**config.mk**
```make
export PLATFORM = sky130hd
export DESIGN_NAME = addr_latch8
export DESIGN_NICKNAME = d
export VERILOG_FILES = /design/src/rtl/addr_latch8.sv
export SDC_FILE = /design/constraint.sdc
export NUM_CORES = 1
export LEC_CHECK = 0
export BUFFER_PORTS_ARGS = -buffer_cell sky130_fd_sc_hd__buf_4
export CAP_MARGIN = 20
export CORE_AREA = 2 2 39 41
export CTS_CLUSTER_SIZE = 10
export DETAILED_ROUTE_END_ITERATION = 12
export DIE_AREA = 0 0 41 43
export GPL_ROUTABILITY_DRIVEN = 0
export HOLD_SLACK_MARGIN = 0.02
export SYNTH_ARGS = -nofsm -noshare
export SYNTH_HDL_FRONTEND = slang
export SYNTH_SLANG_ARGS = --single-unit
```
**constraint.sdc**
```tcl
create_clock -name clk -period 2.03 [get_ports clk]
set_input_delay 0.203 -clock clk [delete_from_list [all_inputs] [get_ports clk]]
set_output_delay 0.203 -clock clk [all_outputs]
set_load 0.02 [all_outputs]
```
**src/rtl/addr_latch8.sv**
```systemverilog
module addr_latch8 #(
  parameter int SEL_W = 3,
  localparam int N = 1 << SEL_W
) (
  input  logic             clk,
  input  logic             rst,
  input  logic             clr_n,
  input  logic             we_n,
  input  logic [SEL_W-1:0] sel,
  input  logic             din,
  output logic [N-1:0]     q
);

  logic [N-1:0] onehot;
  logic [N-1:0] q_nxt;

  assign onehot = N'(1) << sel;

  always_comb begin
    case ({clr_n, we_n})
      2'b01:   q_nxt = '0;
      2'b00:   q_nxt = din ? onehot : '0;
      2'b11:   q_nxt = q;
      default: q_nxt = (q & ~onehot) | (din ? onehot : '0);
    endcase
  end

  always_ff @(posedge clk)
    if (rst) q <= '0;
    else     q <= q_nxt;

  a_r1_reset_clears: assert property (@(posedge clk) rst |=> q == '0);
  a_r2_clear_all: assert property (@(posedge clk) disable iff (rst)
    (!clr_n && we_n) |=> q == '0);
  a_r3_decode_others_low: assert property (@(posedge clk) disable iff (rst)
    (!clr_n && !we_n) |=> $countones(q) <= 1);
  a_r4_hold: assert property (@(posedge clk) disable iff (rst)
    (clr_n && we_n) |=> $stable(q));
  a_r5_update_bit: assert property (@(posedge clk) disable iff (rst)
    (clr_n && !we_n) |=> q[$past(sel)] == $past(din));

endmodule

```
Word level (Yosys, flattened, before mapping)
Index checks and enable logic that the tools add are counted.
W data, S select, Z words.
- bitwise operators: 3
- reductions and logical operators: 1
- equal/unequal tests: 2
- muxes and demuxes: 2
- shifts and indexed selects: 1
- operator list (cell ; number):
    $pmux W8 S3 ; 1
    $and A8 B8 Y8 ; 1
    $mux W8 ; 1
    $not A8 Y8 ; 1
    $or A8 B8 Y8 ; 1
    $shl A1 B3 Y8 const A ; 1
    $eq A2 B1 Y1 const B ; 1
    $eq A2 B2 Y1 const B ; 1
    $logic_not A2 Y1 ; 1
- output and inout port bits: 8
- word-level logic and storage cells: 10
- register bits after elaboration: 8

Depth between registers and ports, before layout
Gate-level depths: netlist of the first run.
- word-level depth: 5
- mapped depth: 3

Worst setup path before layout of the first run
No wires, ideal clock.
- kind: input to register
- start: in sel[2]
- end: reg (tool-made name)
- library setup time: 72 ps
- setup slack: 1221 ps
- stages: 2
- required time: 1958 ps
- data arrival time: 737 ps
- buffers on the path: 0
- cells stage by stage: nor4b_1 > mux2i_1
- RTL lines (what ; RTL line ; source):
    start, declared ; 9 ; input logic [SEL_W-1:0] sel,

==> flow_results.org, run 1 <==
** Routing
- Number of DRC violations after detailed routing :: 0
- In the final routed layout, each cell accounts on average for 12.6 um.
- The first TritonRoute pass finished after 2 iterations.
- The detailed router finished its first iteration with 3 violations.
- Routed vias :: 326
- Wire length after detailed routing :: 843 um
- After detailed routing, the number of vias per cell comes to 4.87.
- Final antenna-violating net count :: 0

** Finish
- Summing all flip-flop and latch instances after layout gives ~160 um^2.
- Total area of multi-input combinational cells :: between 200 and 250 um^2
- Relative to the synthesized area, the layout overhead comes to 37.1%.
- Number of filler cells placed in the layout :: 150
- Final Net Count :: 61
- After the flow finishes, the layout carries non-filler instances totaling 67.
- Fraction of final layout cells with drive strength greater than 1 :: 0.373
- # diodes :: 0
- For this run, the share of the core covered by cells in the final layout is 0.391.
- Final Instance Area :: approximately 540 um^2

** Yosys
- The netlist uses 11 different library cells.
- Gate count after technology mapping :: 35
- Portion of the post-synthesis area used by sequential elements :: 0.406
- Cell taking the most area after synthesis :: dfxtp_1
- After synthesis, the mean cell area works out to around 11 um^2.
- Top area cells in the synthesized netlist :: dfxtp_1, mux2i_1, nand3b_1, nor4b_1, and4bb_1
- Register bit total from synthesis :: 8
- Post-synthesis cell area :: around 390 um^2
- Number of warnings printed during yosys synthesis :: 0
- Of the post-synthesis cell area, the dominant cell type holds 0.406.
- Synthesized Nets :: 43

** GRT
- The global routing stage identified its most utilized layer as met1.
- Global routing finished with a remaining overflow of 0.
- Grt met3 use :: 0.0209
- Wire length of the first global-routing pass :: approximately 1400 um
- Total GRT Usage :: 0.118
- The initial antenna violation count was 0.
- For met1 alone, demand over resource in global routing was 0.175.
- Entering global routing, the biggest net connects 10 pins.
- Via count of the first global-routing pass :: between 300 and 400
- Global-route met2 utilization :: 0.138

** Job
- Number of violations of the max-capacitance limit :: 0

** Run status
- The run finished with clean final reports.

** Timing
- For the pin with the worst max-slew slack, the measured transition is about 0.38 ns.
- Number of hold-slack violations in the final timing report :: 0
- The worst path meets setup with ~1.1 ns of slack.
- Summed over all failing endpoints, the final setup total negative slack is 0 ns.
- Final count of pins violating max slew :: 0
- Setup repair after global routing left no endpoint under its margin.
- Timing would allow up to between 1000 and 1500 MHz.
- Setup violations remaining at the end of the flow were counted as 0.
- Of the available clock period, the critical path in the final layout requires 0.463.
- The worst path in the final design needs a cycle of ~0.94 ns, including I/O delays and setup.
- Measured against its own limit, the worst slew margin works out to 0.740.
- Skew final :: 0 ns

** Floorplanning
- Standard-cell row count :: 14
- Pin placement for this block handled 16 I/O pins.
- Measured along the y axis, the die boundary spans about 43 um.
- Initial cell density of the core :: 0.285
- The floorplan step defined a core boundary enclosing approximately 1400 um^2.
- The die covers 1760 um^2.
- Die W :: 41 um

** Critical path
- Critical path's top delay family :: flip-flops
- Counting both buffers and inverters, the worst setup path holds a total of 1.
- Walking the worst path, the cells encountered are buf_4.
- The critical path is of the reg -> out type.
- For the worst setup path, the data required time is between 1.5 and 2 ns.
- For the worst setup path, the data arrival time is approximately 0.74 ns.
- In this run the worst path has a maximum fanout of 2.
- Crit start category :: register
- Critical-path top delay cell :: dfxtp_1
- Category of the worst setup path capture point :: output port
- In this design, the stage delay of the slowest critical-path cell is about 0.34 ns.

** CTS
- Buffers inserted to repair hold after CTS numbered 0.
- The tree is rooted in a clkbuf_4.
- H-tree levels :: 1
- Gates resized during post-CTS repair numbered 0.
- Clock tree synthesis found a total of 8 sinks.
- In this run the deepest clock path goes through 2 buffers.
- Number of buffers inserted by post-CTS setup repair :: 0
- Clock latency on the worst-skew pair, taken at its later pin, is approximately 0.25 ns.
- TritonCTS buffer count :: 3
- After clock tree synthesis, the clock-pin slew on the worst setup and hold paths is about 0.05 ns.
- CTS tree :: done

** Place
- Worst setup slack after placement :: 0.982 ns
- The wire-length estimate of the detail-placed layout is 586 um.
- Port buffer count :: 15
- Area after DPL :: 518 um^2
- After detailed placement, the design holds a cell count of 64.

** Power and ir drop
- Power per unit of standard cell area :: 598 nW/um^2
- VDD sags by at most approximately 0.0003 V.
- Standby leakage power :: about 0.22 nW

** Hold path
- Class of the worst hold path :: in -> reg
final cells by class:
cell class,instances,area share
Sequential cell,8,0.296
Multi-Input combinational cell,25,0.417
Tap cell,16,0.0370
Clock buffer,3,0.0417
Timing Repair Buffer,15,0.208
worst min-delay path, delay by kind of cell:
family,cells,cell delay (ns)
buf+inv,1,0.14
mux,1,0.05
simple gates,1,0.07
synth_stat cells (all sizes together):
cell / instances
buf: 1
and4bb: 3
nor4: 1
mux2i: 8
nand4b: 1
dfxtp: 8
clkbuf: 1
nor4b: 3
nand3b: 8
nand2b: 1
logic make-up after synthesis:
| family | count (synthesis) | share of synthesized area |
|---|---|---|
| buf+inv | 2 | 0.0222 |
| flops | 8 | 0.406 |
| mux | 8 | 0.203 |
| simple gates | 17 | 0.368 |
per-layer routing:
| metal | vias to the layer above | wire [um] |
|---|---|---|
| met3 | 2 | 53 |
| li1 | 169 | - |
| met4 | 0 | 14 |
| met2 | 12 | 328 |
| met5 | - | 0 |
| met1 | 143 | 446 |
metrics by stage:
stage | hold slack (ns) | total power [W]
after detailed placement | 0.477 | 0.000206
after global placement | 0.476 | 0.000206
after floorplan | 0.388 | 0.000183
after global routing | 0.284 | 0.000347
after CTS | 0.262 | 0.000332
final | 0.276 | 0.000323
worst paths after layout:
| kind | start | endpoint | slack (ns) | cells after the start |
|---|---|---|---|---|
| min | clr_n | register | 0.28 | 3 |
| max | register | q[2] | 1.09 | 1 |
| min reg2reg | register | register | 0.49 | 2 |
| max reg2reg | register | register | 1.42 | 2 |
cell usage in the layout (no fill, tap or decap), drive strengths merged:
master	synthesis	routed
clkbuf	1	3
nor4	1	1
dfxtp	8	8
and4bb	3	3
nand2b	1	1
nand4b	1	1
buf	1	15
nor4b	3	3
mux2i	8	8
nand3b	8	8
power breakdown:
group,switching (W),internal [W]
Clock,0.0000533,0.0000676
Combinational,0.0000203,0.0000216
Sequential,0.00000117,0.000159
(Power assumes the default switching activity.)
==> run 2, diff against run 1 <==
clock period = 0.9 ns   (was 2.03 ns; I/O delays follow)
==> flow_results.org, run 2 (synthesis gave the netlist of run 1 again) <==
** Run status
- Status :: completed

** Timing
- Subtracting the final worst setup slack from the clock period gives slightly above 0.8 ns.
- The slew at the pin with the worst max-slew slack is 0.365 ns (-0.0198 ns).
- Setup repair after global routing left no endpoint under its margin.
- Maximum achievable frequency :: 1230 MHz
- Worst slew margin relative to its limit :: 0.753 (+0.0134)
- The worst hold slack across all endpoints was 0.159 ns (-0.117 ns).
- In the finished design, the share of the clock period the worst path needs comes to 0.906.
- The total of endpoints with negative setup slack in the final report came to 0 (unchanged).
- The clock skew after layout is 0 ns (unchanged).
- Number of hold-slack violations in the final timing report :: 0 (unchanged)
- The number of pins with negative max-slew slack in the final report is 0 (unchanged).

** Hold path
- The tightest min-delay check is of the in -> reg type.
- Startpoint of the most critical hold path :: sel[2]
- The hold-critical path depth was 3 (unchanged).

** Critical path
- The buffers plus inverters on the worst setup path was 1 (unchanged).
- The count of cells along the worst register-to-register path came to 2 (unchanged).
- Peak per-stage delay on the critical path :: 0.33 ns (about the same)
- The required time of the critical path was 0.81 ns (-1.02 ns).
- Maximum net fanout on the critical path :: 2 (unchanged)
- Critical-path top delay cell :: dfxtp_1
- The path length in cells of the critical path was 1 (unchanged).
- Critical Path, Cell by Cell :: buf_4
- Kind of critical path :: reg -> out
- The worst setup path is captured at an output port.
- Arrival time of the worst setup path :: 0.73 ns (about the same)
- Critical path's top delay family :: flip-flops
- The worst reg-to-reg setup slack is 0.29 ns (-1.13 ns).
- Crit start category :: register

** Finish
- Compared with the post-synthesis result, the final layout area differs by 39.0%.
- The post-layout net count is 62 (+1.6%).
- Fraction of final layout cells with drive strength greater than 1 :: 0.385 (+0.0121)
- The filler cell count came to 145 (-3.3%).
- # diodes :: 0 (unchanged)
- The top cell types in the final layout, fill and taps aside, are buf_4, nand3b_1, mux2i_1, dfxtp_1.
- Leaving out fill and tap cells, the most frequent cell in the layout is buf_4.

** Power and ir drop
- Power per unit of standard cell area :: 1330 nW/um^2 (+120%)
- Final Power :: 0.000728 W (+120%)
- The static leakage is 0.221 nW (+2.2%).
- The worst ir drop on vdd was 0.000594 V (+96%).

** Place
- Final HPWL from detailed placement :: 576 um (-1.6%)
- The count of input and output buffers is 15 (unchanged).

** Routing
- Iteration count of the initial detailed-routing pass :: 3 (+1)
- Routed vias :: 338 (+3.7%)
- The residual antenna-violating net count after detailed routing came to 0 (unchanged).
- Vias per cell :: 4.97 (+2.2%)
- Average wire per standard cell :: 12.0 um (-4.7%)
- Starting DRC count in detailed routing :: 7 (+4)
- The final routed wirelength across all metal layers came to 815 um (-3.3%).
- The DRC violations left was 0 (unchanged).

** CTS
- Root buffer cell :: clkbuf_4
- Number of resized instances in the post-cts repair step :: 0 (unchanged)
- Number of buffers inserted by post-CTS setup repair :: 0 (unchanged)
- The clock insertion delay at the later pin of the skew report was 0.25 ns (about the same).
- The clock transition at the register clock pins on the worst setup and hold paths after CTS is 0.05 ns (about the same).
- Post-CTS Hold Fix Bufs :: 0 (unchanged)
- CTS tree :: done
- The total CTS buffers is 3 (unchanged).
- The deepest clock path buffer count is 2 (unchanged).
- The number of H-tree branching levels is 1 (unchanged).
- The sink count of the clock tree was 8 (unchanged).

** GRT
- Largest net degree at the start of global routing :: 10 (unchanged)
- The initial antenna violation count came to 0 (unchanged).
- Total grt overflow :: 0 (unchanged)
- Wire length of the first global-routing pass :: 1220 um (-11%)
- Total GRT Usage :: 0.107 (-0.0111)
- The number of global-route vias before repair was 287 (-6.5%).

** Floorplanning
- The die height is 43 um (unchanged).
- Area enclosed by the die boundary :: 1760 um^2 (unchanged)
- The die boundary width was 41 um (unchanged).
- Standard-cell row count :: 14 (unchanged)
- The count of boundary I/O pins was 16 (unchanged).
- Initial cell density of the core :: 0.285 (unchanged)
- The core area came to 1380 um^2 (unchanged).

** Job
- Number of violations of the max-capacitance limit :: 0 (unchanged)
-- run 2: metrics by stage --
stage               setup TNS, ns  utilization  cells  setup WS, ns  area (um^2)
finish                          0        0.396     68        0.0846          548
global route                    0        0.396     68        0.0463          548
CTS                             0        0.396     68        0.0736          548
detailed placement              0        0.380     65       0.00566          526
global placement          -0.0670        0.380     65       -0.0363          526
floorplan                       0            -     35         0.204          394
-- run 2: area by class of cell --
class | instances | area, um^2 | area share
Sequential cell | 8 | 160 | 0.292
Timing Repair Buffer | 16 | 120 | 0.219
Clock buffer | 3 | 22.5 | 0.0411
Tap cell | 16 | 20.0 | 0.0365
Multi-Input combinational cell | 25 | 225 | 0.411
-- run 2: layer usage --
layer / wire length [um] / track usage / vias up
met5: 0 / 0 / -
met3: 64 / 0.0157 / 2
met1: 413 / 0.153 / 151
li1: - / - / 173
met4: 20 / 0.120 / 0
met2: 317 / 0.119 / 12
-- run 2: worst max path at each step --
stage / endpoint / slack (ns) / start
3_3_place_gp: register / -0.04 / we_n
4_1_cts: q[4] / 0.07 / register
6_report: q[4] / 0.08 / register
5_1_grt: q[4] / 0.05 / register
3_5_place_dp: register / 0.006 / we_n
2_1_floorplan: register / 0.20 / sel[2]
-- run 2: where the power goes --
part,total (W),switching (W),internal [W]
clock network,0.000267,0.000115,0.000152
logic,0.0000979,0.0000464,0.0000515
registers,0.000362,0.00000257,0.000360
==> run 3, diff against run 2 <==
PLACE_DENSITY = 0.5   (was not set)
RECOVER_POWER = 25   (was not set)
==> flow_results.org, run 3 (synthesis gave the netlist of run 1 again) <==
** Run status
- Status :: completed

** Floorplanning
- Standard-cell row count :: 14 (unchanged)
- The starting utilization of the core area is 0.285 (unchanged).
- Die W :: 41 um (unchanged)
- Floorplan die height :: 43 um (unchanged)
- Area inside the core boundary :: 1380 um^2 (unchanged)
- Area enclosed by the die boundary :: 1760 um^2 (unchanged)
- The count of boundary I/O pins came to 16 (unchanged).

** Critical path
- The worst setup path is captured at an output port.
- Peak per-stage delay on the critical path :: 0.34 ns (about the same)
- The critical path in this run is classified as reg -> out.
- Buffers & Inverters on Critical Path :: 1 (unchanged)
- The critical path goes through buf_4.
- Critical path's top delay family :: flip-flops
- On the critical path, the stage with the largest delay is an instance of dfxtp_1.
- The largest driver fanout on the critical path was 2 (unchanged).
- Reg2Reg Setup Slack :: 0.28 ns (about the same)
- Arrival time of the worst setup path :: 0.74 ns (about the same)
- Data required time at the worst endpoint :: 0.81 ns (about the same)
- Crit start category :: register
- Depth of the most critical reg-to-reg path :: 2 (unchanged)

** CTS
- The total CTS buffers was 3 (unchanged).
- Post-CTS Hold Fix Bufs :: 0 (unchanged)
- The clock insertion delay at the later pin of the skew report came to 0.25 ns (about the same).
- Root buffer cell :: clkbuf_4
- The number of buffers inserted to repair setup after CTS is 0 (unchanged).
- TritonCTS built the clock tree.
- The sink count of the clock tree came to 8 (unchanged).
- The deepest clock path buffer count was 2 (unchanged).
- The number of cells upsized or downsized after cts came to 0 (unchanged).
- H-tree levels :: 1 (unchanged)
- Clock transition at the registers of the reported paths :: 0.05 ns (about the same)

** Place
- The post-place setup slack came to -0.0713 ns (-0.0770 ns).
- The placed instance count was 66 (+1.5%).
- The count of input and output buffers was 15 (unchanged).
- Final HPWL from detailed placement :: 735 um (+28%)
- The standard cell area after detailed placement is 533 um^2 (+1.4%).

** Timing
- The slew at the pin with the worst max-slew slack is 0.443 ns (+0.0786 ns).
- The clock skew after layout came to 0 ns (unchanged).
- Post-route fraction of the period consumed by the critical path :: 0.923 (+0.0170)
- The worst hold slack across all endpoints was 0.155 ns (-0.00404 ns).
- Setup violations, final :: 0 (unchanged)
- Setup repair after global routing missed its margin :: no
- Worst slew margin relative to its limit :: 0.700 (-0.0532)
- The number of endpoints with negative hold slack in the final report is 0 (unchanged).
- Final count of pins violating max slew :: 0 (unchanged)
- The post-route minimum period came to 0.831 ns (+0.0153 ns).
- Maximum achievable frequency :: 1200 MHz (-1.8%)
- The setup slack of the critical path after layout was 0.0693 ns (-0.0153 ns).

** Power and ir drop
- The total power consumption of the routed design is 0.000740 W (+1.7%).
- The static leakage came to 0.225 nW (+2.2%).
- The worst ir drop on vdd was 0.000479 V (-19%).
- Power per unit of standard cell area :: 1330 nW/um^2 (+0.35%)

** GRT
- The number of global-route vias before repair came to 375 (+31%).
- Largest net degree at the start of global routing :: 10 (unchanged)
- Total GRT Usage :: 0.137 (+0.0303)
- Wire length of the first global-routing pass :: 1620 um (+33%)
- Initial antenna violation count :: 0 (unchanged)
- Total grt overflow :: 0 (unchanged)

** Hold path
- The hold-critical path depth is 3 (unchanged).
- In this run the worst hold path is classified as in -> reg.
- Startpoint of the most critical hold path :: sel[0]

** Job
- Number of violations of the max-capacitance limit :: 0 (unchanged)

** Routing
- Vias per cell :: 5.29 (+6.4%)
- The average routed wire per standard cell came to 14.2 um (+19%).
- The number of detailed-route iterations in the first pass was 2 (-1).
- The DRC violations left was 0 (unchanged).
- Starting DRC count in detailed routing :: 2 (-5)
- The final routed wirelength across all metal layers is 980 um (+20%).
- The total via count in the routed design was 365 (+8.0%).
- The residual antenna-violating net count after detailed routing was 0 (unchanged).

** Finish
- The fraction of layout cells with a size suffix above 1 was 0.396 (+0.0116).
- Layout Cells excl Fill :: 69 (+1.5%)
- Total area of multi-input combinational cells :: 225 um^2 (unchanged)
- The filler cell count was 149 (+2.8%).
- The number of antenna cells inserted was 0 (unchanged).
- Growth of design area from synthesis to finish :: 41.0%
- The library cell used most frequently in the layout, excluding fill and tap cells, is buf_4.
- The sequential cell area came to 160 um^2 (unchanged).
- Final Net Count :: 63 (+1.6%)
- Most used cells in the layout excluding fill and tap cells :: buf_4, nand3b_1, mux2i_1, dfxtp_1
- Final Instance Area :: 556 um^2 (+1.4%)
-- run 3: cell types whose count changed in the layout (fill, tap and decap cells not counted) --
| cell | before | now |
|---|---|---|
| buf_4 | 16 | 17 |
-- run 3: power breakdown --
group	leakage [nW]	switching, W	internal [W]
Sequential	0.0646	0.00000294	0.000360
Clock	0.0138	0.000122	0.000153
Combinational	0.147	0.0000484	0.0000543
-- run 3: worst max path at each step --
stage                         from  endpoint  slack [ns]  cells past startpoint
final                     register      q[3]        0.07                      1
after global routing      register      q[0]        0.04                      1
after CTS                 register      q[3]        0.06                      1
after detailed placement    sel[2]  register       -0.07                      3
after global placement      sel[2]  register       -0.03                      3
after floorplan             sel[2]  register        0.20                      2
-- run 3: through the flow --
| step | setup TNS (ns) | util |
|---|---|---|
| 2_1_floorplan | 0 | - |
| 5_1_grt | 0 | 0.401 |
| 4_1_cts | 0 | 0.401 |
| 6_report | 0 | 0.401 |
| 3_3_place_gp | -0.0562 | 0.385 |
| 3_5_place_dp | -0.104 | 0.385 |
-- run 3: worst min-delay path, stage by stage --
cell	delay [ns]
buf_4	0.10
nor4b_1	0.06
mux2i_1	0.11
-- run 3: area by class of cell --
class                      instances  area share
clock buffer                       3      0.0405
multi-input combinational         25       0.405
sequential                         8       0.288
tap                               16      0.0360
timing repair buffer              17       0.230
-- run 3: routing by layer --
layer  part of all wire  routed length, um  track usage
met5                  0                  0            0
met4              0.010                 10        0.100
met3              0.066                 65       0.0314
met1               0.44                429        0.166
met2               0.48                475        0.200
